$ cat config.mk
export PLATFORM = sky130hd
export DESIGN_NAME = udma_start_arb
export DESIGN_NICKNAME = d
export VERILOG_FILES = /design/src/rtl/udma_pkg.sv /design/src/rtl/udma_chan.sv /design/src/rtl/udma_prio.sv /design/src/rtl/udma_start_arb.sv
export SDC_FILE = /design/constraint.sdc
export NUM_CORES = 1
export LEC_CHECK = 0
export ABC_AREA = 1
export BUFFER_PORTS_ARGS = -buffer_cell sky130_fd_sc_hd__buf_2
export CAP_MARGIN = 20
export CORE_UTILIZATION = 40
export CTS_CLUSTER_DIAMETER = 200
export CTS_CLUSTER_SIZE = 16
export DETAILED_ROUTE_END_ITERATION = 10
export GPL_TIMING_DRIVEN = 0
export HOLD_SLACK_MARGIN = 0.05
export PLACE_DENSITY_LB_ADDON = 0.15
export SYNTH_ARGS = -nofsm -noshare
export SYNTH_HDL_FRONTEND = slang
export SYNTH_HIERARCHICAL = 1
export SYNTH_SLANG_ARGS = --single-unit
$ cat constraint.sdc
create_clock -name clk -period 5 [get_ports clk]
set_clock_uncertainty 0.05 [all_clocks]
set_input_delay 1 -clock clk [delete_from_list [all_inputs] [get_ports clk]]
set_output_delay 1 -clock clk [all_outputs]
set_load 0.1 [all_outputs]
$ cat src/rtl/udma_pkg.sv
package udma_pkg;
    typedef enum logic {
        CH_IDLE  = 1'b0,
        CH_ARMED = 1'b1
    } ch_state_e;
endpackage

$ cat src/rtl/udma_chan.sv
module udma_chan
    import udma_pkg::*;
#(
    parameter int VEC_W = 6,
    parameter int CNT_W = 16
) (
    input  logic             clk,
    input  logic             rst_n,
    input  logic             vec_we,
    input  logic [VEC_W-1:0] vec_wdata,
    input  logic             cnt_we,
    input  logic [CNT_W-1:0] cnt_wdata,
    input  logic             in_valid,
    input  logic [VEC_W-1:0] in_vec,
    input  logic             grant,
    output logic             hit,
    output logic             last
);
    localparam logic [CNT_W-1:0] ONE = CNT_W'(1);

    ch_state_e        state_q, state_d;
    logic [VEC_W-1:0] vec_q;
    logic [CNT_W-1:0] cnt_q;

    // state register
    always_ff @(posedge clk or negedge rst_n) begin
        if (!rst_n) state_q <= CH_IDLE;
        else        state_q <= state_d;
    end

    // next state
    always_comb begin
        state_d = state_q;
        unique case (state_q)
            CH_IDLE: begin
                if (vec_we && vec_wdata != '0) state_d = CH_ARMED;   // ARM
            end
            CH_ARMED: begin
                if (vec_we) state_d = (vec_wdata == '0) ? CH_IDLE : CH_ARMED; // DISARM / REWRITE
                else if (last) state_d = CH_IDLE;                             // FINISH
            end
            default: state_d = CH_IDLE;
        endcase
    end

    // outputs
    always_comb begin
        hit  = in_valid && (state_q == CH_ARMED) && (vec_q == in_vec);
        last = grant && (cnt_q == ONE);
    end

    // vector and counter data
    always_ff @(posedge clk or negedge rst_n) begin
        if (!rst_n) begin
            vec_q <= '0;
            cnt_q <= '0;
        end else begin
            if (vec_we)    vec_q <= vec_wdata;
            else if (last) vec_q <= '0;
            if (cnt_we)     cnt_q <= cnt_wdata;
            else if (grant) cnt_q <= cnt_q - ONE;
        end
    end
endmodule

$ cat src/rtl/udma_prio.sv
module udma_prio #(
    parameter int N = 4
) (
    input  logic [N-1:0] req,
    output logic [N-1:0] gnt
);
    always_comb begin
        logic taken;
        taken = 1'b0;
        gnt   = '0;
        for (int i = 0; i < N; i++) begin
            if (req[i] && !taken) begin
                gnt[i] = 1'b1;
                taken  = 1'b1;
            end
        end
    end
endmodule

$ cat src/rtl/udma_start_arb.sv
module udma_start_arb #(
    parameter int NUM_CH = 4,
    parameter int VEC_W  = 6,
    parameter int CNT_W  = 16
) (
    input  logic                      clk,
    input  logic                      rst_n,
    input  logic                      irq_valid,
    input  logic [VEC_W-1:0]          irq_vec,
    input  logic                      vec_we,
    input  logic                      cnt_we,
    input  logic [$clog2(NUM_CH)-1:0] cfg_ch,
    input  logic [VEC_W-1:0]          vec_wdata,
    input  logic [CNT_W-1:0]          cnt_wdata,
    output logic [NUM_CH-1:0]         dma_req,
    output logic [NUM_CH-1:0]         end_irq,
    output logic                      cpu_irq_valid,
    output logic [VEC_W-1:0]          cpu_irq_vec
);
    localparam int CH_W = $clog2(NUM_CH);

    logic [NUM_CH-1:0] hit, gnt, last;

    for (genvar c = 0; c < NUM_CH; c++) begin : g_ch
        logic sel;
        assign sel = (cfg_ch == CH_W'(c));
        udma_chan #(.VEC_W(VEC_W), .CNT_W(CNT_W)) i_chan (
            .clk       (clk),
            .rst_n     (rst_n),
            .vec_we    (vec_we && sel),
            .vec_wdata (vec_wdata),
            .cnt_we    (cnt_we && sel),
            .cnt_wdata (cnt_wdata),
            .in_valid  (irq_valid),
            .in_vec    (irq_vec),
            .grant     (gnt[c]),
            .hit       (hit[c]),
            .last      (last[c])
        );
    end

    udma_prio #(.N(NUM_CH)) i_prio (
        .req (hit),
        .gnt (gnt)
    );

    always_ff @(posedge clk or negedge rst_n) begin
        if (!rst_n) begin
            dma_req       <= '0;
            end_irq       <= '0;
            cpu_irq_valid <= 1'b0;
            cpu_irq_vec   <= '0;
        end else begin
            dma_req       <= gnt;
            end_irq       <= last;
            cpu_irq_valid <= irq_valid && (hit == '0);
            cpu_irq_vec   <= irq_vec;
        end
    end
endmodule

==> results.md, run 1 <==
* Status: completed
* Hold Violations, Final at 0
* Xor and xnor area share after synthesis at under 10%
* Share of layout cells above drive strength 1 at between 10% and 20%
* Slowest cell on crit path: nor2_1
* Synth area leaders: dfrtp_1, nand2_1, nand3_1
* Most common flop cell mapped by yosys: dfrtp_1
* Clock buffer depth at 2
* HPWL after DPL at around 12 mm
* Synth area leader: dfrtp_1
* Cells after Synth at a little under 900
* Data required time of the worst path at 5190 ps
* Largest net degree at the start of global routing at 70
* Synth cell types at 24
* Fin crit share at 55.19%
* Layout area overhead at 13.84%
* R2R Setup Slk at ~2700 ps
* Maximum single-stage delay on the critical path at about 540 ps
* Compound-Gate Fraction of Synth Area at under 10%
* Post-Synth Simple-Gate Area at 37.84%
* Resized Gates After CTS at 0
* Routability cong. at roughly 0.79
* CTS Buf Count at 9
* Diode count at 0
* Place WS at between 1500 and 2000 ps
* Synthesized area per cell at ~7.4 um^2
* Worst setup margin at approximately 2200 ps
* Drt drc at 0
* CP startpoint kind: input port
* EDFF count, synth at 0
* Worst setup path start: irq_vec[3]
* Met1 wire length at slightly below 9 mm
* Util after Layout at a little under half
* CTS sink count at about 110
* Seq/Total Area, Yosys at roughly 41%
* Pwr dens at approximately 360 nW/um^2
* Drt pass-1 iters at 5
* Setup violators final at 0
* Vias at between 5000 and 6000
* Slew @ Worst Pin at roughly 700 ps
* DIE AREA at 16780 um^2
* Largest family of logic cells by synthesized area: simple AND/OR/NAND/NOR gates
* Fmax at 0.3624 GHz
* Routed wire length at ~18 mm
* Worst Setup EP: g_ch[3].i_chan/vec_q[0]
* Clk Latency, worst-skew pair at between 300 and 400 ps
* Die extent in y at 129.6 um
* Yosys top cell area share at between 40% and 50%
* Seq cells post-synth at roughly 110
* R2R Path Start: g_ch[3].i_chan/vec_q[3]
* GRT Util Overall at between 20% and 30%
* Crit path cell chain: buf_2, o22ai_1, a21oi_1, nand2_1, nor2_1, nand2_1, nor2_1, nand4_1, nor2_1, nand2_2, nand3_1, nand2_1
* Core Box Area at ~16000 um^2
* CP Max Fanout at 9
* First-iteration detailed-routing DRC count at approximately 410
* Yosys warnings at 6
* Clock root buffer: clkbuf_16
* Input/output buffers at 49
* Hold slack at ~460 ps
* Min Tclk post-route at approximately 2800 ps
* Synthesized cell area at 6507 um^2
* FF-to-FF End: g_ch[3].i_chan/vec_q[0]
* Met2 wire length at roughly 8.1 mm
* Row Count at 46
* Hold Path Class: flip-flop to flip-flop
* RSZ-0062 raised after global routing: no
* Setup bufs post-CTS at 0
* Highest-count cells in the layout ignoring fill and taps: nand2_1, nand3_1, dfrtp_1
* Worst-path clk slew at ~70 ps
* Static Leak at 3.658 nW
* Die Wd at between 100 and 150 um
* Commonest non-fill, non-tap cell in the layout: nand2_1
* CTS tree: yes
* Top routing layer used: met4
* Gr ovfl total at 0
* Post-synthesis mux area share at 0%
* Post-DRT Antenna Nets at 0
* Design Power at around 2.7 mW
* Max VDD drop at 214.0 uV
* CP Class: input port to flip-flop
* Max-slew violation count at 0
* Nets@finish at 987
* Rel. slew slack at 53.46%
* CTS HTree Levels at 3
* Initial Util at between 40 and 50%
* First-pass GRT wire length at 28.35 mm
* Setup TNS at 0 ps
* Arr. time, crit path at between 2000 and 3000 ps
* Initial antenna violation count at 0
* Hold-fix buffers, CTS at 0
* Synth async-reset ratio at between 90% and 100%
* Synth Area in Adders at between 1.5 and 2%
* Vias per cell at 5.018
* I/O pin count at 50
* Mapped Nets at 926
* Worst Setup End Kind: flip-flop
* Cells on worst reg2reg path at 12
* Vias in the first global route at between 5000 and 6000
* Met3 WL post-DR at about 590 um
* Maxcap violations at 0
* Wire length per cell at around 15 um
[critical path, delay by kind of cell]
family | cells | cell delay (ps)
compound gates | 2 | 260
buf+inv | 1 | 200
simple gates | 9 | 1470
[area by class of cell]
cell class,count,area [um^2]
Timing Repair Buffer,50,279.0
Buffer,21,132.6
Sequential cell,107,2678
Tap cell,216,270.3
Clock inverter,6,112.6
Clock buffer,10,239.0
Fill cell,1660,8477
Inverter,113,424.2
Multi-Input combinational cell,642,3273
[synthesized netlist by cell type, types with 8 or more instances]
cell	number
buf_4	13
inv_2	10
dfrtp_1	107
xnor2_1	8
nand2_2	12
a22oi_1	44
o211ai_1	20
o21ai_0	12
nand3_1	124
nor2_2	12
inv_1	103
nor2_1	86
ha_1	8
nor3_1	10
nor2_4	25
nand2_1	256
a21oi_1	8
[routing by layer]
metal | track usage [%] | vias up
met3 | 4.253 | 18
met2 | 35.52 | 97
met5 | 0 | -
met4 | 5.882 | 0
li1 | - | 2976
met1 | 31.46 | 2755
[metrics by stage]
| step | instance area, um^2 | cells |
|---|---|---|
| 3_5_place_dp | 7057 | 1149 |
| 2_1_floorplan | 6507 | 883 |
| 6_report | 7408 | 1165 |
| 4_1_cts | 7408 | 1165 |
| 5_1_grt | 7408 | 1165 |
| 3_3_place_gp | 7023 | 1148 |
[power breakdown]
part / total [mW] / internal (mW) / switching (mW)
logic: 0.691 / 0.249 / 0.443
registers: 1.16 / 1.00 / 0.154
clock network: 0.839 / 0.505 / 0.335
[worst min path at each step]
stage / from / end / depth (start not counted)
global route: g_ch[2].i_chan/state_q / g_ch[2].i_chan/state_q / 2
floorplan: g_ch[0].i_chan/state_q / g_ch[0].i_chan/state_q / 2
finish: g_ch[3].i_chan/vec_q[3] / g_ch[3].i_chan/vec_q[3] / 2
global placement: g_ch[3].i_chan/vec_q[3] / g_ch[3].i_chan/vec_q[3] / 2
detailed placement: g_ch[3].i_chan/vec_q[3] / g_ch[3].i_chan/vec_q[3] / 2
CTS: g_ch[3].i_chan/vec_q[3] / g_ch[3].i_chan/vec_q[3] / 2
[registers in the layout (all words and copies together), names as in the netlist]
signal	cells
end_irq	4
g_ch.i_chan/state_q	4
dma_req	4
cpu_irq_valid	1
g_ch.i_chan/vec_q	24
g_ch.i_chan/cnt_q	64
cpu_irq_vec	6
[cell families (layout without fill, tap and decap cells)]
logic type                 after synthesis  count (layout)
and+or+nand+nor                        534             534
buffers and inverters                  134             200
DFF                                    107             107
AOI/OAI and AO/OA                       88              88
xor gates and xnor gates                12              12
adders and majority gates                8               8
No activity file was read; power rests on OpenSTA's default activity.
==> run 2, diff against run 1 <==
==> constraint.sdc (replaced) <==
create_clock -name clk -period 2.5 [get_ports clk]
set_clock_uncertainty 0.05 [all_clocks]
set_input_delay 0.5 -clock clk [delete_from_list [all_inputs] [get_ports clk]]
set_output_delay 0.5 -clock clk [all_outputs]
set_load 0.1 [all_outputs]
==> run 2 against run 1 <==
Net effect: wire length is essentially flat; combinational power grew 100%; largest power group unchanged; largest cell class unchanged; clock-buffer cell count is the same; critical path depth is the same; register-to-register slack lost 2400 ps; highest routed layer unchanged.
==> results.md, run 2 (synthesis results as in run 1) <==
* Worst-path clk slew at 70 ps (about the same)
* Cells on worst reg2reg path at 12 (unchanged)
* RSZ-0062 raised after global routing: no
* CP startpoint kind: flip-flop
* Vias per cell at 5.001 (-0.34%)
* CP top delay family: simple AND/OR/NAND/NOR gates
* Met3 GRT Util at 4.253% (unchanged)
* Routed wire length at 17.74 mm (about the same)
* Max reg flops at 64 (unchanged)
* CTS tree: yes
* Hold Path Class: input port to flip-flop
* P_sw at 1.859 mW (+100%)
* First-pass GRT wire length at 28.35 mm (unchanged)
* Vias in the first global route at 5365 (unchanged)
* Met2 GRT Util at 35.52% (unchanged)
* Cell repeated most along the worst path: nor2_1
* Worst path depth at 12 (unchanged)
* Die Wd at 129.6 um (unchanged)
* Max VDD drop at 428.0 uV (+100%)
* Layout area overhead at 14.07%
* First-iteration detailed-routing DRC count at 431 (+6.2%)
* R2R Path Start: g_ch[1].i_chan/vec_q[4]
* Clk Latency, worst-skew pair at 350 ps (about the same)
* Hold Violations, Final at 0 (unchanged)
* GRT Util Overall at 22.44% (unchanged)
* Worst Setup End Kind: flip-flop
* Util after Layout at 46.73% (+0.095 points)
* Power share of the clock group at 31.2% (about the same)
* CP Class: flip-flop to flip-flop
* Static Leak at 3.662 nW (about the same)
* CTS HTree Levels at 3 (unchanged)
* Row Count at 46 (unchanged)
* Arr. time, crit path at 2370 ps (-580 ps)
* Input/output buffers at 49 (unchanged)
* Worst Setup EP: g_ch[1].i_chan/state_q
* Sequential Power Share at 43.1% (about the same)
* Wire length per cell at 15.22 um (about the same)
* Vias at 5831 (-0.26%)
* Worst setup path start: g_ch[1].i_chan/vec_q[4]
* Clock buffer depth at 2 (unchanged)
* Setup violators final at 0 (unchanged)
* Bufs and invs on worst path at 1 (unchanged)
* Highest-count cells in the layout ignoring fill and taps: nand2_1, nand3_1, dfrtp_1
* Slew @ Worst Pin at 609.6 ps (-86.01 ps)
* Nets@finish at 988 (+0.10%)
* Rel. slew slack at 59.21% (+5.8 points)
* Routability cong. at 0.7858 (unchanged)
* CP Max Fanout at 8 (-1)
* Die extent in y at 129.6 um (unchanged)
* Diode count at 0 (unchanged)
* Initial Util at 40.97% (unchanged)
* Commonest non-fill, non-tap cell in the layout: nand2_1
* Core Box Area at 15890 um^2 (unchanged)
* R2R Setup Slk at 320 ps (-2380 ps)
* Combinational power share at 25.7% (about the same)
* Share of layout cells above drive strength 1 at 15.68% (+0.19 points)
* Clock root buffer: clkbuf_16
* Maximum single-stage delay on the critical path at 470 ps (-70 ps)
* Pwr dens at 723.8 nW/um^2 (+99%)
* Fillers at 1660 (unchanged)
* CTS Buf Count at 9 (unchanged)
* Max-slew violation count at 0 (unchanged)
* Fmax at 0.4583 GHz
* Gr ovfl total at 0 (unchanged)
* Biggest register: g_ch.i_chan/cnt_q
* DIE AREA at 16780 um^2 (unchanged)
* Internal power at 3.514 mW (+100%)
* Busiest layer in global routing: met2
* CTS sink count at 107 (unchanged)
* GR Layer Usage met1 at 31.46% (unchanged)
* Crit path cell chain: nand2_1, o21ai_0, nor2_1, nand2_1, nor2_1, inv_2, nor2_1, nand4_1, nor2_1, nand2_2, nand3_1, nand2_1
* Biggest regs: g_ch.i_chan/cnt_q: 64 flops, g_ch.i_chan/vec_q: 24 flops, cpu_irq_vec: 6 flops
* Drt pass-1 iters at 8 (+3)
* Drt drc at 0 (unchanged)
* HPWL after DPL at 12.39 mm (unchanged)
* Maxcap violations at 0 (unchanged)
* Status: completed
* Slowest cell on crit path: nor2_1
* Placed cells at 1149 (unchanged)
* FF-to-FF End: g_ch[1].i_chan/state_q
* Switching part of the total at 34.60% (-0.053 points)
* Fin crit share at between 80% and 90%
* I/O pin count at 50 (unchanged)
* Fin cells at 1166 (+0.086%)
* Min Tclk post-route at about 2200 ps
* Initial antenna violation count at 0 (unchanged)
* Post-DRT Antenna Nets at 0 (unchanged)
* Data required time of the worst path at 2690 ps (-2500 ps)
* Largest net degree at the start of global routing at 70 (unchanged)
-- run 2: final cells by class --
class                           count  area, um^2  area share (%)
Buffer                             21       132.6           1.787
Clock buffer                       10       239.0           3.219
Clock inverter                      6       112.6           1.517
Inverter                          113       424.2           5.714
Multi-Input combinational cell    642        3278           44.16
Sequential cell                   107        2678           36.07
Tap cell                          216       270.3           3.641
Timing Repair Buffer               51       289.0           3.893
-- run 2: worst min-delay path by stage --
stage,from,end,slack (ps),cells past startpoint
2_1_floorplan,rst_n,cpu_irq_valid,150,0
3_3_place_gp,g_ch[3].i_chan/vec_q[3],g_ch[3].i_chan/vec_q[3],440,2
3_5_place_dp,rst_n,g_ch[3].i_chan/cnt_q[9],390,1
4_1_cts,irq_vec[0],cpu_irq_vec[0],280,1
5_1_grt,irq_vec[0],cpu_irq_vec[0],280,1
6_report,irq_vec[0],cpu_irq_vec[0],300,1
-- run 2: power groups by stage --
stage,Clock [mW],Sequential (mW),Combinational (mW)
after floorplan,0,2.32,1.02
after global placement,0,2.34,1.36
after detailed placement,0,2.34,1.39
after CTS,1.73,2.31,1.39
after global routing,1.78,2.36,1.58
final,1.68,2.31,1.38
-- run 2: what timing repair did --
action / CTS / global route
hold endpoints to repair: 38 / 0
setup endpoints to repair: 0 / 30
buffers inserted: 0 / 0
hold buffers: 1 / 0
gates resized for setup: 0 / 2
-- run 2: per-layer routing --
| layer | routed length, um | vias up |
|---|---|---|
| met1 | 8769 | 2730 |
| met2 | 8069 | 99 |
| met5 | 0 | - |
| met4 | 246 | 0 |
| li1 | - | 2984 |
| met3 | 656 | 18 |
-- run 2: per-stage QoR --
| step | setup TNS [ps] | worst slack [ps] | total power, mW | instance area [um^2] | hold WS [ps] |
|---|---|---|---|---|---|
| after floorplan | 0 | 636.9 | 3.336 | 6507 | 154.4 |
| after global placement | -57320 | -503.3 | 3.701 | 7023 | 439.9 |
| after detailed placement | -3612 | -138.2 | 3.725 | 7057 | 393.2 |
| after CTS | 0 | 144.1 | 5.432 | 7418 | 283.2 |
| after global routing | 0 | 54.34 | 5.718 | 7423 | 279.3 |
| final | 0 | 318.2 | 5.373 | 7423 | 300.6 |
==> run 3, diff against run 2 <==
==> constraint.sdc (replaced) <==
create_clock -name clk -period 2.5 [get_ports clk]
set_clock_uncertainty 0.05 [all_clocks]
set_input_delay 0.25 -clock clk [delete_from_list [all_inputs] [get_ports clk]]
set_output_delay 0.25 -clock clk [all_outputs]
set_load 0.1 [all_outputs]
==> run 3 against run 2 <==
Net effect: register-to-register slack about the same; die area is the same; first-iteration DRC count fell by 4.4%; sequential share of layout area fell by 0.15 points; final cell count increased by 0.26%.
==> results.md, run 3 (synthesis results as in run 1) <==
* RSZ-0062 raised after global routing: no
* Min Tclk post-route at 2182 ps (+0.2800 ps)
* Commonest non-fill, non-tap cell in the layout: nand2_1
* Wire length per cell at 15.27 um (+0.38%)
* Diode count at 0 (unchanged)
* DIE AREA at 16780 um^2 (unchanged)
* Fin cells at 1169 (+0.26%)
* Setup bufs post-CTS at 0 (unchanged)
* Highest-count cells in the layout ignoring fill and taps: nand2_1, nand3_1, dfrtp_1
* Routed wire length at 17.86 mm (+0.64%)
* Worst Setup End Kind: flip-flop
* First-pass GRT wire length at 28.51 mm (+0.58%)
* Fin crit share at 87.28% (about the same)
* Vias in the first global route at 5381 (+0.30%)
* Worst-path clk slew at 70 ps (about the same)
* CP startpoint kind: flip-flop
* Setup TNS at 0 ps (unchanged)
* Maxcap violations at 0 (unchanged)
* Pwr dens at 721.6 nW/um^2 (-0.30%)
* Share of layout cells above drive strength 1 at 15.63% (-0.049 points)
* Data required time of the worst path at 2690 ps (about the same)
* Status: completed
* Routability cong. at 0.7858 (unchanged)
* Largest net degree at the start of global routing at 70 (unchanged)
* Biggest regs: g_ch.i_chan/cnt_q: 64 flops, g_ch.i_chan/vec_q: 24 flops, cpu_irq_vec: 6 flops
* Hold Violations, Final at 0 (unchanged)
* Drt drc at 0 (unchanged)
* Nets@finish at 991 (+0.30%)
* CP Class: flip-flop to flip-flop
* Clock buffer depth at 2 (unchanged)
* Vias per cell at 4.994 (-0.14%)
* GRT Util Overall at 22.56% (+0.12 points)
* Core Box Area at 15890 um^2 (unchanged)
* CTS Buf Count at 9 (unchanged)
* First-iteration detailed-routing DRC count at 412 (-4.4%)
* Layout area overhead at 14.54%
* Vias at 5838 (+0.12%)
* Biggest register: g_ch.i_chan/cnt_q
* Fmax at 0.4583 GHz (about the same)
* Max VDD drop at 426.3 uV (-0.39%)
* I/O pin count at 50 (unchanged)
* Max-slew violation count at 0 (unchanged)
* Initial Util at 40.97% (unchanged)
* Die extent in y at 129.6 um (unchanged)
* Input/output buffers at 49 (unchanged)
* HPWL after DPL at 12.39 mm (unchanged)
* Rel. slew slack at 59.26% (about the same)
* Row Count at 46 (unchanged)
* Clk Latency, worst-skew pair at 350 ps (about the same)
* CP Max Fanout at 8 (unchanged)
* CTS tree: yes
* Max reg flops at 64 (unchanged)
* Setup violators final at 0 (unchanged)
* Static Leak at 3.674 nW (+0.34%)
* Die Wd at 129.6 um (unchanged)
* Slew @ Worst Pin at 608.8 ps (-0.7555 ps)
* CTS sink count at 107 (unchanged)
* Hold Path Class: input port to flip-flop
* Util after Layout at 46.92% (+0.19 points)
* Gr ovfl total at 0 (unchanged)
* Hold slack at 72.50 ps (-228.1 ps)
* Post-DRT Antenna Nets at 0 (unchanged)
* Fillers at 1660 (unchanged)
* CTS HTree Levels at 3 (unchanged)
* Initial antenna violation count at 0 (unchanged)
* Drt pass-1 iters at 7 (-1)
* Arr. time, crit path at 2370 ps (about the same)
* Clock root buffer: clkbuf_16
* Placed cells at 1149 (unchanged)
run 3: path summary, 6_finish.rpt:
kind | from | end | slack [ps] | cells past startpoint
worst max register to register | g_ch[1].i_chan/vec_q[4] | g_ch[1].i_chan/state_q | 320 | 12
worst min-delay path | irq_vec[2] | cpu_irq_vec[2] | 70 | 1
min in group asynchronous | rst_n | g_ch[3].i_chan/cnt_q[9] | 310 | 2
worst min register to register | g_ch[3].i_chan/vec_q[3] | g_ch[3].i_chan/vec_q[3] | 460 | 2
max in group asynchronous | rst_n | g_ch[2].i_chan/vec_q[2] | 1400 | 3
worst max-delay path | g_ch[1].i_chan/vec_q[4] | g_ch[1].i_chan/state_q | 320 | 12
run 3: timing repair:
action | CTS | global route
gates resized for setup | 0 | 2
hold buffers | 4 | 0
setup endpoints to repair | 0 | 30
endpoints found under the hold margin | 41 | 0
run 3: where the power goes:
group / internal, mW / total, mW / switching, mW
combinational: 0.501 / 1.39 / 0.887
sequential: 2.01 / 2.31 / 0.307
clock: 1.01 / 1.68 / 0.668
run 3: cell type report:
| cell class | instances | area (um^2) | share of cell area, % |
|---|---|---|---|
| sequential | 107 | 2678 | 35.92 |
| inverter | 113 | 424.2 | 5.691 |
| buffer | 21 | 132.6 | 1.779 |
| tap | 216 | 270.3 | 3.626 |
| multi-input combinational | 642 | 3278 | 43.98 |
| timing repair buffer | 54 | 319.1 | 4.281 |
| clock buffer | 10 | 239.0 | 3.206 |
| clock inverter | 6 | 112.6 | 1.511 |
run 3: layer usage:
layer  up-vias  part of all wire [%]  track usage (%)
met1      2744                    49            31.72
met5         -                     0                0
met4         0                   1.2            5.882
met2        94                    45            35.61
li1       2984                     -                -
met3        16                   4.1            4.253
run 3: critical path: stages, from the launching register on:
cell and delay (ps):
dfrtp_1 390, nand2_1 70, o21ai_0 80, nor2_1 100, nand2_1 50, nor2_1 180, inv_2 50, nor2_1 470
nand4_1 160, nor2_1 140, nand2_2 150, nand3_1 110, nand2_1 50
run 3: per-stage QoR:
step	setup WS [ps]	power [mW]	cell area, um^2
floorplan	782.3	3.336	6507
global placement	-253.3	3.701	7023
detailed placement	111.8	3.725	7057
CTS	144.1	5.435	7448
global route	54.34	5.723	7453
finish	318.0	5.379	7453
